[src/rtl/srl_pkg.sv]
`timescale 1ns/1ps
package srl_pkg;

    typedef enum logic {
        FIL_OPEN = 1'b0,
        FIL_HOLD = 1'b1
    } filt_state_e;

    typedef enum logic {
        SH_EMPTY   = 1'b0,
        SH_PARTIAL = 1'b1
    } shift_state_e;

endpackage

[src/rtl/srl_write_filter.sv]
`timescale 1ns/1ps
module srl_write_filter #(
    parameter int FILTER_LOAD = 2,
    localparam int CW = $clog2(FILTER_LOAD + 1)
) (
    input  logic          clk,
    input  logic          rst_n,
    input  logic          cpu_ce,
    input  logic          wr_fire,
    output logic          gate_open,
    output logic [CW-1:0] hold_cnt
);
    import srl_pkg::*;

    filt_state_e   state_q, state_d;
    logic [CW-1:0] cnt_q, cnt_d;

    always_ff @(posedge clk or negedge rst_n) begin
        if (!rst_n) begin
            state_q <= FIL_OPEN;
            cnt_q   <= '0;
        end else begin
            state_q <= state_d;
            cnt_q   <= cnt_d;
        end
    end

    always_comb begin
        state_d = state_q;
        cnt_d   = cnt_q;
        if (wr_fire) begin
            state_d = FIL_HOLD;
            cnt_d   = CW'(FILTER_LOAD);
        end else if (cpu_ce) begin
            unique case (state_q)
                FIL_OPEN: begin
                    cnt_d = '0;
                end
                FIL_HOLD: begin
                    cnt_d = cnt_q - 1'b1;
                    if (cnt_q <= CW'(1)) begin
                        state_d = FIL_OPEN;
                        cnt_d   = '0;
                    end
                end
            endcase
        end
    end

    always_comb begin
        gate_open = (state_q == FIL_OPEN);
        hold_cnt  = cnt_q;
    end

endmodule

[src/rtl/srl_shift_engine.sv]
`timescale 1ns/1ps
module srl_shift_engine #(
    parameter int REG_W = 5,
    parameter int IDX_W = 2,
    localparam int CNT_W = $clog2(REG_W)
) (
    input  logic             clk,
    input  logic             rst_n,
    input  logic             bit_wr,
    input  logic             clr,
    input  logic             bit_in,
    input  logic [IDX_W-1:0] idx_in,
    output logic             commit,
    output logic [REG_W-1:0] commit_val,
    output logic [IDX_W-1:0] commit_idx,
    output logic [CNT_W-1:0] fill_cnt
);
    import srl_pkg::*;

    shift_state_e     state_q, state_d;
    logic [REG_W-1:0] sh_q, sh_d;
    logic [CNT_W-1:0] cnt_q, cnt_d;
    logic [REG_W-1:0] placed;
    logic             last_bit;

    always_ff @(posedge clk or negedge rst_n) begin
        if (!rst_n) begin
            state_q <= SH_EMPTY;
            sh_q    <= '0;
            cnt_q   <= '0;
        end else begin
            state_q <= state_d;
            sh_q    <= sh_d;
            cnt_q   <= cnt_d;
        end
    end

    always_comb begin
        placed   = REG_W'(bit_in) << cnt_q;
        last_bit = (cnt_q == CNT_W'(REG_W - 1));
        state_d  = state_q;
        sh_d     = sh_q;
        cnt_d    = cnt_q;
        if (clr) begin
            state_d = SH_EMPTY;
            sh_d    = '0;
            cnt_d   = '0;
        end else if (bit_wr) begin
            unique case (state_q)
                SH_EMPTY: begin
                    state_d = SH_PARTIAL;
                    sh_d    = placed;
                    cnt_d   = CNT_W'(1);
                end
                SH_PARTIAL: begin
                    if (last_bit) begin
                        state_d = SH_EMPTY;
                        sh_d    = '0;
                        cnt_d   = '0;
                    end else begin
                        sh_d  = sh_q | placed;
                        cnt_d = cnt_q + 1'b1;
                    end
                end
            endcase
        end
    end

    always_comb begin
        commit     = bit_wr && !clr && (state_q == SH_PARTIAL) && last_bit;
        commit_val = sh_q | placed;
        commit_idx = idx_in;
        fill_cnt   = cnt_q;
    end

endmodule

[src/rtl/srl_reg_bank.sv]
`timescale 1ns/1ps
module srl_reg_bank #(
    parameter int               REG_W    = 5,
    parameter int               NUM_REGS = 4,
    parameter logic [REG_W-1:0] INIT0    = 5'h0C,
    parameter logic [REG_W-1:0] FORCE0   = 5'h0C,
    localparam int              IDX_W    = $clog2(NUM_REGS)
) (
    input  logic                      clk,
    input  logic                      rst_n,
    input  logic                      commit,
    input  logic [IDX_W-1:0]          commit_idx,
    input  logic [REG_W-1:0]          commit_val,
    input  logic                      force_wr,
    output logic [NUM_REGS*REG_W-1:0] reg_q,
    output logic                      upd_pulse,
    output logic [IDX_W-1:0]          upd_idx
);

    for (genvar g = 0; g < NUM_REGS; g++) begin : g_reg
        localparam logic [REG_W-1:0] RST_V = (g == 0) ? INIT0 : '0;
        logic [REG_W-1:0] r_q;

        always_ff @(posedge clk or negedge rst_n) begin
            if (!rst_n) begin
                r_q <= RST_V;
            end else if (commit && commit_idx == IDX_W'(g)) begin
                r_q <= commit_val;
            end else if (force_wr && g == 0) begin
                r_q <= r_q | FORCE0;
            end
        end

        assign reg_q[g*REG_W +: REG_W] = r_q;
    end

    always_ff @(posedge clk or negedge rst_n) begin
        if (!rst_n) begin
            upd_pulse <= 1'b0;
            upd_idx   <= '0;
        end else begin
            upd_pulse <= commit || force_wr;
            upd_idx   <= force_wr ? '0 : commit_idx;
        end
    end

endmodule

[src/rtl/serial_reg_loader.sv]
`timescale 1ns/1ps
module serial_reg_loader #(
    parameter int REG_W       = 5,
    parameter int NUM_REGS    = 4,
    parameter int DATA_W      = 8,
    parameter int FILTER_LOAD = 2,
    localparam int IDX_W = $clog2(NUM_REGS),
    localparam int CNT_W = $clog2(REG_W),
    localparam int FW    = $clog2(FILTER_LOAD + 1)
) (
    input  logic                      clk,
    input  logic                      rst_n,
    input  logic                      cpu_ce,
    input  logic                      wr_en,
    input  logic [IDX_W-1:0]          wr_sel,
    input  logic [DATA_W-1:0]         wr_data,
    output logic [NUM_REGS*REG_W-1:0] reg_q,
    output logic                      upd_pulse,
    output logic [IDX_W-1:0]          upd_idx
);

    localparam logic [REG_W-1:0] MODE_BITS = REG_W'(5'h0C);

    logic             wr_fire;
    logic             is_force;
    logic             gate_open;
    logic             bit_wr;
    logic             commit;
    logic [REG_W-1:0] commit_val;
    logic [IDX_W-1:0] commit_idx;
    logic [CNT_W-1:0] fill_cnt;
    logic [FW-1:0]    filt_cnt;
    logic             unused_data_bits;

    assign unused_data_bits = ^wr_data[DATA_W-2:1];

    assign wr_fire  = cpu_ce && wr_en;
    assign is_force = wr_fire && wr_data[DATA_W-1];
    assign bit_wr   = wr_fire && !wr_data[DATA_W-1] && gate_open;

    srl_write_filter #(.FILTER_LOAD(FILTER_LOAD)) u_filter (
        .clk       (clk),
        .rst_n     (rst_n),
        .cpu_ce    (cpu_ce),
        .wr_fire   (wr_fire),
        .gate_open (gate_open),
        .hold_cnt  (filt_cnt)
    );

    srl_shift_engine #(.REG_W(REG_W), .IDX_W(IDX_W)) u_shift (
        .clk        (clk),
        .rst_n      (rst_n),
        .bit_wr     (bit_wr),
        .clr        (is_force),
        .bit_in     (wr_data[0]),
        .idx_in     (wr_sel),
        .commit     (commit),
        .commit_val (commit_val),
        .commit_idx (commit_idx),
        .fill_cnt   (fill_cnt)
    );

    srl_reg_bank #(
        .REG_W    (REG_W),
        .NUM_REGS (NUM_REGS),
        .INIT0    (MODE_BITS),
        .FORCE0   (MODE_BITS)
    ) u_bank (
        .clk        (clk),
        .rst_n      (rst_n),
        .commit     (commit),
        .commit_idx (commit_idx),
        .commit_val (commit_val),
        .force_wr   (is_force),
        .reg_q      (reg_q),
        .upd_pulse  (upd_pulse),
        .upd_idx    (upd_idx)
    );

endmodule

[config.mk]
export PLATFORM = sky130hd
export DESIGN_NAME = serial_reg_loader
export DESIGN_NICKNAME = d
export VERILOG_FILES = /design/src/rtl/srl_pkg.sv /design/src/rtl/srl_write_filter.sv /design/src/rtl/srl_shift_engine.sv /design/src/rtl/srl_reg_bank.sv /design/src/rtl/serial_reg_loader.sv
export SDC_FILE = /design/constraint.sdc
export NUM_CORES = 1
export LEC_CHECK = 0
export BUFFER_PORTS_ARGS = -buffer_cell sky130_fd_sc_hd__buf_2
export CORE_UTILIZATION = 47
export CTS_BUF_LIST = sky130_fd_sc_hd__clkbuf_16
export DETAILED_ROUTE_END_ITERATION = 10
export PLACE_DENSITY = 0.74
export SLEW_MARGIN = 20
export SYNTH_ARGS = -nofsm -noshare
export SYNTH_HDL_FRONTEND = slang
export SYNTH_SLANG_ARGS = --single-unit
[constraint.sdc]
create_clock -name clk -period 2 [get_ports clk]
set_clock_uncertainty 0.1 [all_clocks]
set_input_delay 0.3 -clock clk [delete_from_list [all_inputs] [get_ports clk]]
set_output_delay 0.3 -clock clk [all_outputs]
set_load 0.005 [all_outputs]
==> results.toml <==
[run_status]
run_status = "finished clean"

[timing]
fin_crit_ns = 1.92
slew_headroom_pct = 48.1
drv_slew = 0
max_freq_mhz = 522
fin_crit_sh_pct = 95.9
finalHoldWorstSlack_ns = 0.00766
rsz0062_at_grt = "false"
finalSetupViolCount = 0
hold_violations = 0
worst_slew_pin_slew_ns = 0.778

[logic_synthesis]
ys_async_sr_fraction_pct = 100
synthesis.area_mm2 = 0.00153
synth-seq-area-share_pct = 57.5
syn_area_per_cell_um2 = 13.2
synth_ff_type = "dfrtp_1"
synth_top_area_share_pct = 54.1
synthDistinctLibCells = 28
ys_ff_latch = 35
yosysTopAreaCell = "dfrtp_1"
synth_warnings = 0
synthTopCellsByCount = "dfrtp_1, mux2_2, nand2_1"
synthTopCellsByArea = "dfrtp_1, mux2_2, mux2_4"
yosysMostFrequentCell = "dfrtp_1"
netlist_instances = 116
syn-num-nets = 132
synth_edf_count = 0

[drt]
route.met2.wl_um = 1560
met3WireLength_um = 124
ant_nets = 0
wirelength_um = 3090
wl_per_cell_um = 14.9
routed_via_density = 5.26
firstDrtPassIters = 4
drt_iter0_drc = 48
wl_met1_um = 1370
route.vias.total = 1089
drt_drc_violations_left = 0
top_layer = "met4"

[critical_path]
critPathArrivalTime_ns = 1.97
ff2ff_setup_slack_ns = 0.08
cp_slowest_cell = "dfrtp_1"
r2r_start = "u_shift.fill_cnt[1]"
cp.required_ns = 2.06
cp_cell_sequence = "inv_1 -> ha_2 -> and2_2 -> nand3_4 -> buf_4 -> nor2_4 -> buf_4 -> mux2_2"
crit_top_cell = "buf_4"
critical-path-max-stage-delay_ns = 0.38
crit_fanout = 4
end_kind = "register"
cp_top_family = "buffers and inverters"
startpoint = "u_shift.fill_cnt[1]"
start_kind = "register"
path_class = "reg2reg"
path_buf_inv = 3

[job]
maxCapViolations = 0

[clocking]
htreeDepth = 2
clock_latency_ns = 0.27
clockBufferDepth = 2
clockRootBuffer = "clkbuf_16"
cts_buffers = 5
cts_tree = "built"
clk_pin_slew_worst_paths_ns = 0.05
cts_sinks = 35

[pwr]
power.total_mw = 1.59
irDropWorstVdd_mv = 0.519
p_per_area_mw_per_mm2 = 814
p_leak_nw = 1.05

[global_routing]
grt.total_usage_pct = 20.4
overflow = 0
grt_max_degree = 36
grt_pass1_wl_um = 5220
antenna_found_initial = 0
grt_pass1_vias = 1109

[final_layout]
fillers = 251
num_antenna_cells = 0
final_nets = 178
drive_gt1_share_pct = 46.6
syn_to_final_growth_pct = 27.5

[floorplanning]
std_cell_rows = 20
die-area_mm2 = 0.00348
die_width_um = 59.0
io_pins = 37
start_util_pct = 49.6
core_area_mm2 = 0.00308
dieHeight_um = 59.0

[placement]
hpwl_um = 2210
io_buffers = 30
place_congestion = 0.738

[hold_path]
holdCritPathClass = "in2async"
[path summary, 6_finish.rpt]
| check | endpoint | cells past startpoint |
|---|---|---|
| min in group clk | u_bank.upd_idx[1] | 2 |
| setup / recovery | u_bank.g_reg[3].r_q[2] | 8 |
| hold / removal | u_shift.fill_cnt[0] | 1 |
| setup reg to reg | u_bank.g_reg[3].r_q[2] | 8 |
| hold reg to reg | u_shift.sh_q[3] | 1 |
| max in group asynchronous | u_bank.g_reg[3].r_q[2] | 1 |
[worst reg2reg max path, cell delays in order, from the launching register on]
cell and delay [ns]:
dfrtp_1 0.38, inv_1 0.10, ha_2 0.20, and2_2 0.18
nand3_4 0.10, buf_4 0.17, nor2_4 0.12, buf_4 0.14
mux2_2 0.32
[cell families (layout without fill, tap and decap cells)]
family,Yosys count,count (layout),synth area share [%]
AO/OA/AOI/OAI,23,23,11.1
adder cells (fa/ha/maj),2,2,1.64
multiplexers,20,20,16.0
flip-flops,35,35,57.5
buffers and inverters,7,54,2.21
AND/OR/NAND/NOR,29,29,11.6
[per-stage QoR]
step / area (um2) / utilization (%) / worst slack, ns / setup TNS, ns / cells
floorplan: 1530 / - / 0.115 / 0 / 116
global placement: 1800 / 58.4 / 0.0240 / 0 / 199
detailed placement: 1800 / 58.4 / -0.0104 / -0.0256 / 199
CTS: 1940 / 63.0 / 0.0313 / 0 / 207
global route: 1950 / 63.3 / 0.00916 / 0 / 207
finish: 1950 / 63.3 / 0.0830 / 0 / 207
[report_power, final]
group          switching (mW)  internal (mW)  leakage (nW)  total (mW)
Combinational          0.0747         0.0521         0.513       0.127
Clock                   0.264          0.447        0.0701       0.711
Sequential             0.0168          0.731         0.470       0.748
Total                   0.355           1.23          1.05        1.59
[what timing repair did]
item                                    CTS  global route
pin swaps                                 0             0
gates cloned                              0             0
setup buffers                             0             0
endpoints found under the setup margin    6             5
gates resized for setup                   2             2
hold buffers                              0             0
[state kept, by name, indices dropped and copies added (netlist names)]
signal             cells
u_bank.g.r_q          20
u_bank.upd_idx         2
u_bank.upd_pulse       1
u_filter.hold_cnt      2
u_filter.state_q       1
u_shift.fill_cnt       3
u_shift.sh_q           5
u_shift.state_q        1
[per-layer routing]
layer,vias to the layer above,track usage [%]
li1,503,-
met1,550,27.1
met2,32,33.0
met3,4,5.02
met4,0,6.46
met5,-,0
[placed cells by master, fill, tap and decap left out]
cell type,Yosys,final
nor2_1,5,4
nor3_1,1,1
nand2_1,8,8
buf_4,0,10
buf_2,0,30
nor2b_1,1,1
o2bb2ai_1,1,1
dfrtp_1,33,33
mux2_2,15,15
and2_1,3,3
inv_1,6,7
nand3_4,1,1
dfstp_2,2,2
a32o_1,2,2
and2_2,1,1
a21oi_1,3,3
clkinv_1,0,2
ha_2,0,1
ha_1,2,1
or3_1,2,1
nor2_4,0,1
a21o_1,5,5
and4bb_2,1,1
clkbuf_16,0,5
a31o_2,1,1
nor4_1,1,1
nor3b_2,2,2
o21bai_1,2,2
o21ai_0,4,4
nand3_1,1,1
a22o_1,5,5
or3_4,0,1
mux2_4,5,5
nand2b_1,2,2
[final cells by class]
class | instances | area [um2] | share of cell area (%)
flip-flops and latches | 35 | 878 | 45.1
multi-input cells | 74 | 631 | 32.4
repair buffers | 40 | 225 | 11.6
clock buffers | 5 | 125 | 6.42
well taps | 44 | 55.1 | 2.83
inverters | 6 | 22.5 | 1.16
clock inverters | 3 | 11.3 | 0.578
(Power assumes the default switching activity.)
